`config.mk`:
```
export PLATFORM = sky130hd
export DESIGN_NAME = dep_replay_tracker
export DESIGN_NICKNAME = d
export VERILOG_FILES = /design/src/rtl/sr_pkg.sv /design/src/rtl/sr_src_track.sv /design/src/rtl/sr_sched_entry.sv /design/src/rtl/sr_bcast_gen.sv /design/src/rtl/dep_replay_tracker.sv
export SDC_FILE = /design/constraint.sdc
export NUM_CORES = 1
export LEC_CHECK = 0
export BUFFER_PORTS_ARGS = -buffer_cell sky130_fd_sc_hd__buf_2
export CORE_UTILIZATION = 40
export CTS_BUF_LIST = sky130_fd_sc_hd__clkbuf_4
export DETAILED_ROUTE_END_ITERATION = 7
export GPL_ROUTABILITY_DRIVEN = 0
export PLACE_DENSITY = 0.58
export SLEW_MARGIN = 20
export SYNTH_ARGS = -nofsm -noshare
export SYNTH_HDL_FRONTEND = slang
export SYNTH_SLANG_ARGS = --single-unit
```
`constraint.sdc`:
```
create_clock -name clk -period 4.4 [get_ports clk]
set_input_delay 0.88 -clock clk [delete_from_list [all_inputs] [get_ports clk]]
set_output_delay 0.88 -clock clk [all_outputs]
set_load 0.01 [all_outputs]
```
`src/rtl/sr_pkg.sv`:
```
package sr_pkg;

    localparam int SR_ROWS   = 3;
    localparam int SR_SLOTS  = 2;
    localparam int SR_TAG_W  = 4;
    localparam int SR_SRCS   = 2;
    localparam int SR_SLOT_W = (SR_SLOTS > 1) ? $clog2(SR_SLOTS) : 1;

    typedef logic [SR_ROWS-1:0][SR_SLOTS-1:0] mtx_t;
    typedef logic [SR_TAG_W-1:0]              tag_t;

    typedef struct packed {
        logic rdy;
        tag_t tag;
        mtx_t mtx;
    } src_t;

    // Move every row one step toward verification; row 0 becomes empty.
    function automatic mtx_t age_mtx(input mtx_t m);
        mtx_t r;
        r = '0;
        for (int i = 1; i < SR_ROWS; i++) begin
            r[i] = m[i-1];
        end
        return r;
    endfunction

    // Fresh dependence bit for a load issued on a memory slot.
    function automatic mtx_t seed_mtx(input logic [SR_SLOT_W-1:0] slot);
        mtx_t r;
        r = '0;
        r[0][slot] = 1'b1;
        return r;
    endfunction

    function automatic logic last_row_hit(input mtx_t m, input logic [SR_SLOTS-1:0] kv);
        return |(m[SR_ROWS-1] & kv);
    endfunction

endpackage

```
`src/rtl/sr_src_track.sv`:
```
module sr_src_track
    import sr_pkg::*;
(
    input  logic                clk,
    input  logic                rst,
    input  logic                load,
    input  tag_t                load_tag,
    input  logic                load_rdy,
    input  logic                bc_valid,
    input  tag_t                bc_tag,
    input  mtx_t                bc_mtx,
    input  logic [SR_SLOTS-1:0] kill_vec,
    output src_t                st,
    output logic                kill_hit
);

    logic wake;

    assign kill_hit = last_row_hit(st.mtx, kill_vec);
    assign wake     = bc_valid && !st.rdy && (st.tag == bc_tag);

    always_ff @(posedge clk) begin
        if (rst) begin
            st <= '0;
        end else if (load) begin
            st <= '{rdy: load_rdy, tag: load_tag, mtx: '0};
        end else if (kill_hit) begin
            st.rdy <= 1'b0;
            st.mtx <= '0;
        end else if (wake) begin
            st.rdy <= 1'b1;
            st.mtx <= bc_mtx;
        end else begin
            st.mtx <= age_mtx(st.mtx);
        end
    end

    assert_kill_unready_R6: assert property (@(posedge clk) disable iff (rst)
        (kill_hit && !load) |=> !st.rdy);

    assert_wake_ready_R4: assert property (@(posedge clk) disable iff (rst)
        (wake && !kill_hit && !load) |=> st.rdy);

    assert_unready_clean_R6: assert property (@(posedge clk) disable iff (rst)
        !st.rdy |-> (st.mtx == '0));

    assert_row_advance_R5: assert property (@(posedge clk) disable iff (rst)
        (!load && !kill_hit && !wake) |=> (st.mtx[SR_ROWS-1] == $past(st.mtx[SR_ROWS-2])));

endmodule

```
`src/rtl/sr_sched_entry.sv`:
```
module sr_sched_entry
    import sr_pkg::*;
(
    input  logic                              clk,
    input  logic                              rst,
    input  logic                              alloc_we,
    input  tag_t                              alloc_tag,
    input  logic                              alloc_is_load,
    input  logic [SR_SRCS-1:0][SR_TAG_W-1:0]  alloc_src_tag,
    input  logic [SR_SRCS-1:0]                alloc_src_rdy,
    input  logic                              issue_go,
    input  logic                              free_we,
    input  logic                              bc_valid,
    input  tag_t                              bc_tag,
    input  mtx_t                              bc_mtx,
    input  logic [SR_SLOTS-1:0]               kill_vec,
    output logic                              req,
    output logic                              issued,
    output logic                              is_load,
    output tag_t                              dest_tag,
    output mtx_t                              src_or,
    output logic                              killed
);

    logic               valid;
    src_t               src_q [SR_SRCS];
    logic [SR_SRCS-1:0] hit;
    logic               all_rdy;

    for (genvar s = 0; s < SR_SRCS; s++) begin : g_src
        sr_src_track u_src (
            .clk      (clk),
            .rst      (rst),
            .load     (alloc_we),
            .load_tag (alloc_src_tag[s]),
            .load_rdy (alloc_src_rdy[s]),
            .bc_valid (bc_valid),
            .bc_tag   (bc_tag),
            .bc_mtx   (bc_mtx),
            .kill_vec (kill_vec),
            .st       (src_q[s]),
            .kill_hit (hit[s])
        );
    end

    always_comb begin
        all_rdy = 1'b1;
        src_or  = '0;
        for (int s = 0; s < SR_SRCS; s++) begin
            all_rdy = all_rdy & src_q[s].rdy;
            src_or  = src_or | src_q[s].mtx;
        end
    end

    assign killed = valid && (|hit);
    assign req    = valid && !issued && all_rdy;

    always_ff @(posedge clk) begin
        if (rst) begin
            valid    <= 1'b0;
            issued   <= 1'b0;
            is_load  <= 1'b0;
            dest_tag <= '0;
        end else if (alloc_we) begin
            valid    <= 1'b1;
            issued   <= 1'b0;
            is_load  <= alloc_is_load;
            dest_tag <= alloc_tag;
        end else if (free_we) begin
            valid    <= 1'b0;
            issued   <= 1'b0;
        end else if (killed) begin
            issued   <= 1'b0;
        end else if (issue_go) begin
            issued   <= 1'b1;
        end
    end

    assert_issue_marks_R2: assert property (@(posedge clk) disable iff (rst)
        (issue_go && !alloc_we && !free_we) |=> issued);

    assert_kill_reopens_R6: assert property (@(posedge clk) disable iff (rst)
        (killed && !alloc_we) |=> !issued);

    assert_free_clears_R10: assert property (@(posedge clk) disable iff (rst)
        (free_we && !alloc_we) |=> (!req && !issued));

endmodule

```
`src/rtl/sr_bcast_gen.sv`:
```
module sr_bcast_gen
    import sr_pkg::*;
#(
    parameter int ENTRIES = 4,
    parameter int IDX_W   = 2
)(
    input  logic [ENTRIES-1:0]   req,
    input  logic [ENTRIES-1:0]   killed,
    input  logic [ENTRIES-1:0]   is_load,
    input  tag_t                 dest_tag [ENTRIES],
    input  mtx_t                 src_or   [ENTRIES],
    input  logic                 issue_valid,
    input  logic [IDX_W-1:0]     issue_idx,
    input  logic [SR_SLOT_W-1:0] issue_slot,
    output logic                 bc_valid,
    output tag_t                 bc_tag,
    output mtx_t                 bc_mtx,
    output logic [ENTRIES-1:0]   go
);

    always_comb begin
        bc_valid = 1'b0;
        bc_tag   = '0;
        bc_mtx   = '0;
        go       = '0;
        for (int e = 0; e < ENTRIES; e++) begin
            if (issue_valid && (issue_idx == IDX_W'(e)) && req[e] && !killed[e]) begin
                bc_valid = 1'b1;
                bc_tag   = dest_tag[e];
                bc_mtx   = age_mtx(src_or[e]) | (is_load[e] ? seed_mtx(issue_slot) : '0);
                go[e]    = 1'b1;
            end
        end
    end

endmodule

```
`src/rtl/dep_replay_tracker.sv`:
```
module dep_replay_tracker
    import sr_pkg::*;
#(
    parameter int ENTRIES = 4,
    parameter int ROWS    = SR_ROWS,
    parameter int SLOTS   = SR_SLOTS,
    parameter int TAG_W   = SR_TAG_W,
    parameter int SRCS    = SR_SRCS,
    localparam int IDX_W  = (ENTRIES > 1) ? $clog2(ENTRIES) : 1,
    localparam int SLOT_W = SR_SLOT_W
)(
    input  logic                   clk,
    input  logic                   rst,
    input  logic                   alloc_valid,
    input  logic [IDX_W-1:0]       alloc_idx,
    input  logic [TAG_W-1:0]       alloc_tag,
    input  logic                   alloc_is_load,
    input  logic [SRCS*TAG_W-1:0]  alloc_src_tag,
    input  logic [SRCS-1:0]        alloc_src_rdy,
    input  logic                   issue_valid,
    input  logic [IDX_W-1:0]       issue_idx,
    input  logic [SLOT_W-1:0]      issue_slot,
    input  logic                   free_valid,
    input  logic [IDX_W-1:0]       free_idx,
    input  logic [SLOTS-1:0]       kill_vec,
    output logic [ENTRIES-1:0]     req_vec,
    output logic [ENTRIES-1:0]     issued_vec,
    output logic                   bcast_valid,
    output logic [TAG_W-1:0]       bcast_tag,
    output logic [ROWS*SLOTS-1:0]  bcast_mtx
);

    logic [SR_SRCS-1:0][SR_TAG_W-1:0] src_tags;
    logic [ENTRIES-1:0]               killed;
    logic [ENTRIES-1:0]               load_flag;
    logic [ENTRIES-1:0]               go;
    tag_t                             dest   [ENTRIES];
    mtx_t                             src_or [ENTRIES];
    tag_t                             bc_tag;
    mtx_t                             bc_mtx;

    assign src_tags = alloc_src_tag;

    for (genvar e = 0; e < ENTRIES; e++) begin : g_ent
        sr_sched_entry u_ent (
            .clk           (clk),
            .rst           (rst),
            .alloc_we      (alloc_valid && (alloc_idx == IDX_W'(e))),
            .alloc_tag     (alloc_tag),
            .alloc_is_load (alloc_is_load),
            .alloc_src_tag (src_tags),
            .alloc_src_rdy (alloc_src_rdy),
            .issue_go      (go[e]),
            .free_we       (free_valid && (free_idx == IDX_W'(e))),
            .bc_valid      (bcast_valid),
            .bc_tag        (bc_tag),
            .bc_mtx        (bc_mtx),
            .kill_vec      (kill_vec),
            .req           (req_vec[e]),
            .issued        (issued_vec[e]),
            .is_load       (load_flag[e]),
            .dest_tag      (dest[e]),
            .src_or        (src_or[e]),
            .killed        (killed[e])
        );
    end

    sr_bcast_gen #(
        .ENTRIES (ENTRIES),
        .IDX_W   (IDX_W)
    ) u_bcast (
        .req         (req_vec),
        .killed      (killed),
        .is_load     (load_flag),
        .dest_tag    (dest),
        .src_or      (src_or),
        .issue_valid (issue_valid),
        .issue_idx   (issue_idx),
        .issue_slot  (issue_slot),
        .bc_valid    (bcast_valid),
        .bc_tag      (bc_tag),
        .bc_mtx      (bc_mtx),
        .go          (go)
    );

    assign bcast_tag = bc_tag;
    assign bcast_mtx = bc_mtx;

    assert_bcast_needs_issue_R2: assert property (@(posedge clk) disable iff (rst)
        bcast_valid |-> issue_valid);

    assert_bcast_sets_issued_R2: assert property (@(posedge clk) disable iff (rst)
        (bcast_valid && !(alloc_valid && alloc_idx == issue_idx)
                     && !(free_valid && free_idx == issue_idx))
        |=> issued_vec[$past(issue_idx)]);

endmodule

```
==> Word-level counts from Yosys, hierarchy flattened <==
Index checks and enable logic that the tools add are counted.
{ "word_totals": {"regBits": 116, "word_cells": 276} }
{ "classes": {"order_cmp": 2, "n_eq_ne": 17, "mux": 61, "bitwise": 28, "reduce_logical": 112} }
{ "ops": {"columns": ["cell", "n"], "rows": [
  ["two-way mux 6 bit", 12],
  ["OR reduction 4 bit", 16],
  ["logical AND 1 bit", 49],
  ["two-way mux 1 bit", 40],
  ["OR reduction 5 bit", 8],
  ["== test 4 bit", 8],
  ["OR 6 bit", 4],
  ["nonzero test 3 bit", 8],
  ["AND 2 bit", 8],
  ["zero test 1 bit", 16],
  ["two-way mux 4 bit", 4],
  ["OR 4 bit", 4],
  ["OR reduction 2 bit", 8],
  ["== test 2 bit (second input constant)", 6],
  ["two-way mux 2 bit", 4],
  ["NOT 1 bit", 8],
  ["nonzero test 2 bit", 4],
  ["== test 2 x 1 -> 1 bit (second input constant)", 3],
  ["zero test 2 bit", 3],
  ["AND 1 bit", 4],
  ["< comparator 1 x 2 -> 1 bit (second input constant)", 1],
  ["demux 1 bit (select 1 bit)", 1],
  [">= comparator 1 bit (second input constant)", 1]
]} }

==> Longest topological paths before layout <==
{ "logic_depth": {"word_depth": 14, "ltp_mapped": 11, "mapped_depth_nobuf": 8} }

==> By module <==
Synthesis repeated with hierarchy kept, for this count alone.
{ "hier_totals": {"cells_unflattened": 580, "hier_area_um2": 5472.7} }
{ "by_module_without_submodules": {"columns": ["module", "instances", "cells_per_inst", "area_each_um2", "seq_area_each_um2"], "rows": [
  ["sr_src_track", 8, 49, 476.7, 220.2],
  ["sr_sched_entry", 4, 32, 310.3, 140.1],
  ["sr_bcast_gen", 1, 52, 342.8, 0.0],
  ["dep_replay_tracker", 1, 8, 75.1, 0.0]
]} }

==> Least setup slack after synthesis <==
Ideal clock, no wire load.
{ "synth_path": {"path_type": "input -> output", "start": "in issue_idx[0]", "end": "out bcast_mtx[5]", "t_arrival_ns": 2.286, "required_time_ns": 3.520, "slack_ns": 1.234, "stages": 6, "path_buffers": 2, "cell_sequence": "buf_4 -> nand4b_1 -> nor2_1 -> buf_2 -> o21ai_0 -> a31oi_1"} }
{ "synth_between": {"elab_chain_len": 8, "word_cells_on_any_way": 20, "cone_classes": "eq/ne (3); mux (4); reduce/logical (13)"} }
{ "synth_rtl": {"columns": ["item", "line", "text"], "rows": [
  ["start: declaration", "dep_replay_tracker.sv:21", "input logic [IDX_W-1:0] issue_idx,"],
  ["zero test 2 bit", "sr_bcast_gen.sv:27", "if (issue_valid && (issue_idx == IDX_W'(e)) && req[e] && !killed[e]) begin"],
  ["logical AND 1 bit (3 in a row)", "sr_bcast_gen.sv:27", null],
  ["two-way mux 6 bit (3 in a row)", "sr_bcast_gen.sv:27", null],
  ["two-way mux 6 bit *", "sr_bcast_gen.sv:27", null],
  ["end: declaration", "dep_replay_tracker.sv:30", "output logic [ROWS*SLOTS-1:0] bcast_mtx"]
]} }
Mark *: on every way between the ends. The rest lies on a longest branch, timed or not.

==> Final worst setup path <==
{ "layout_path": {"start": "in kill_vec[0]", "end": "out bcast_mtx[3]"} }
{ "layout_between": {"elab_chain_len": 9, "word_cells_on_any_way": 28, "cone_classes": "mux (4); bitwise (8); reduce/logical (16)"} }
{ "layout_rtl": {"columns": ["item", "line", "text"], "rows": [
  ["start: declaration", "dep_replay_tracker.sv:25", "input logic [SLOTS-1:0] kill_vec,"],
  ["AND 2 bit", "sr_pkg.sv:37", "return |(m[SR_ROWS-1] & kv);"],
  ["OR reduction 4 bit", "sr_sched_entry.sv:55", "assign killed = valid && (|hit);"],
  ["logical AND 1 bit", "sr_sched_entry.sv:55", null],
  ["zero test 1 bit", "sr_bcast_gen.sv:27", null],
  ["logical AND 1 bit", "sr_bcast_gen.sv:27", null],
  ["two-way mux 6 bit (3 in a row)", "sr_bcast_gen.sv:27", null],
  ["two-way mux 6 bit *", "sr_bcast_gen.sv:27", null]
]} }
Marks and branches as above.

==> out/metrics.yaml <==
layout:
  diodes: 0
  drive_above_1_share_pct: 16.0
  areaGrowthSynthToFinish_pct: 10.2
  fin_nets: 793
  fin_cells: 959
global_route:
  met3_usage_pct: 6.19
  use_met2_pct: 39.5
  grt_pass1_vias: 5259
  grt_usage_pct: 25.0
  grt_max_degree: 56
  grt_pass1_wl_um: 29700
  overflow: 0
  use_met1_pct: 32.4
  busiest_layer: "met2"
  antenna_found_initial: 0
clocking:
  cts-resized-gates: 0
  cts_tree: "done"
  cts_sinks: 116
  clk_latency_ns: 0.55
  numCtsBuffers: 17
  clkSlewWorstSetupHoldPaths_ns: 0.11
  htreeDepth: 4
  ctsHoldBuffers: 0
  postCtsSetupBuffers: 0
  clock_path_buffers: 2
  cts_root_buffer: "clkbuf_4"
critical_path:
  critPathLaunchType: "input pin"
  worst_path_most_repeated_cell: "buf_2"
  cp_cell_sequence: "buf_2 -> o21ai_0 -> nand2_1 -> or3_1 -> a21oi_1 -> buf_2"
  slowest_stage: "a21oi_1"
  crit_type: "in -> out"
  arrival_ns: 3.07
  crit_path_max_fanout: 15
  worstPathRequired_ns: 3.52
  critical-path-max-stage-delay_ns: 0.80
  worst_setup_path_end_kind: "output port"
sta:
  maxSlewViolCount: 0
  finalSetupViolations: 0
  fin_crit_sh_pct: 89.7
  relSlewSlack_pct: 27.1
  hold_violations: 0
  rsz0062_at_grt: "false"
  post-route-min-period_ns: 3.95
  tns_ns: 0
  max_freq_mhz: 253
  clock_skew_ns: 0.0185
  timing.final.ws_setup_ns: 0.453
  worstMarginPinSlew_ns: 1.09
  holdWs_ns: 0.447
synthesis:
  synth_compound_area_share_pct: 20.0
  ys_types: 59
  synth_edf_count: 0
  synth_top_family_by_area: "simple AND/OR/NAND/NOR gates"
  ys_seq_area_share_pct: 38.6
  synth.largest_area_cell: "dfxtp_1"
  syn_area_um2: 6010
  synth_fp_nets: 767
  yosys_register_bits: 116
  synthCells: 738
  async_flop_share_pct: 0
  synth_adder_area_share_pct: 0
  yosys.area_share.simple_pct: 25.0
  synth_mux_area_share_pct: 6.26
  synth_xor_area_share_pct: 4.08
  synth_most_common_cell: "nand2_1"
  synth_warnings: 0
  synth_top_area_share_pct: 38.6
  avgSynthCellArea_um2: 8.15
  synthFlopType: "dfxtp_1"
  synth_common_cells: "198 x nand2_1, 116 x dfxtp_1, 66 x a21oi_1"
  yosys-top-cells-area: "dfxtp_1 39%, nand2_1 12%, mux2i_1 5.7%"
floorplan:
  design.core.area_um2: 14600
  chipHeight_um: 125
  fp.dieW_um: 125
  io_pins: 48
  initial_utilization_pct: 41.2
  fp.dieArea_um2: 15500
  rows: 44
hold_path:
  hold_class: "reg -> reg"
drt:
  vias_per_cell: 5.80
  ant_nets: 0
  vias: 5563
  routed_wl_um: 18800
  post_drt_wl_per_cell_um: 19.6
  drtPass1Iterations: 5
  drt_iter0_drc: 618
  route.detailed.drc: 0
pwr:
  p_leak_nw: 2.40
  power_mw: 2.19
  powerDensity_nw_per_um2: 330
  peakVddDrop_mv: 0.215
placed_design:
  portBuffers: 47
  detailedPlace.worstSlack_ns: 0.498
  placed_cells: 927
  hpwl_um: 14000
outcome:
  status: "complete, no violations"
flow_run:
  maxCapViolations: 0
[through the flow]
step | util (%) | cell area (um2)
2_1_floorplan | - | 6010
3_3_place_gp | 43.1 | 6280
3_5_place_dp | 43.1 | 6280
4_1_cts | 45.3 | 6620
5_1_grt | 45.4 | 6630
6_report | 45.4 | 6630
[path summary, 6_finish.rpt]
path	end	depth (start not counted)	start	slack, ns
setup / recovery	bcast_mtx[3]	6	kill_vec[0]	0.45
hold / removal	g_ent[2].u_ent.g_src[0].u_src.st[3]	2	g_ent[2].u_ent.g_src[0].u_src.st[1]	0.45
hold reg to reg	g_ent[2].u_ent.g_src[0].u_src.st[3]	2	g_ent[2].u_ent.g_src[0].u_src.st[1]	0.45
setup reg to reg	g_ent[2].u_ent.g_src[0].u_src.st[5]	7	g_ent[0].u_ent.g_src[1].u_src.st[10]	1.08
[worst max-delay path, delay by kind of cell]
kind | cells | cell delay [ns]
and+or+nand+nor | 2 | 0.71
buffers and inverters | 2 | 0.46
AOI/OAI and AO/OA | 2 | 1.00
[cells in the final DEF (no fill, tap or decap), drive strengths merged, types with 3 or more instances in the layout]
master   instances
a2111oi         11
a21o             7
a21oi           66
a221o            6
a221oi          11
a31oi            6
and4b            6
buf             64
bufinv           5
clkbuf          22
clkinv           3
dfxtp          116
inv             11
mux2i           36
nand2          198
nand2b           8
nand3            8
nand3b           5
nand4            3
nor2            22
nor3            41
nor3b            7
o2111a           3
o2111ai          8
o211a            8
o21ai           20
o221a            5
o22ai            6
or2              7
xnor2           28
[power by group]
group          switching, mW  internal (mW)
sequential            0.0222           1.07
clock                  0.410          0.519
combinational          0.108         0.0583
total                  0.540           1.65
[cells by family after synthesis]
kind of cell    count (synthesis)
compound gates                166
xor+xnor                       28
buf+inv                        70
simple gates                  322
flops                         116
mux                            36
[state kept, by name, summed over array words and instances (netlist names)]
register,cells
g_ent.u_ent.dest_tag,16
g_ent.u_ent.g_src.u_src.st,88
g_ent.u_ent.issued,4
g_ent.u_ent.is_load,4
g_ent.u_ent.valid,4
[area by class of cell]
class                   count  area (um2)
fillers                  1457        7960
multi-input cells         552        3330
flip-flops and latches    116        2320
repair buffers             66         373
well taps                 184         230
clock inverters            10         183
clock buffers              20         150
inverters                  11        41.3
[routing by layer]
metal	share of wire, %	wire [um]
met5	0	0
met4	3.1	576
met3	6.5	1220
met2	46	8720
met1	44	8250
Power figures use the tool's default switching activity.
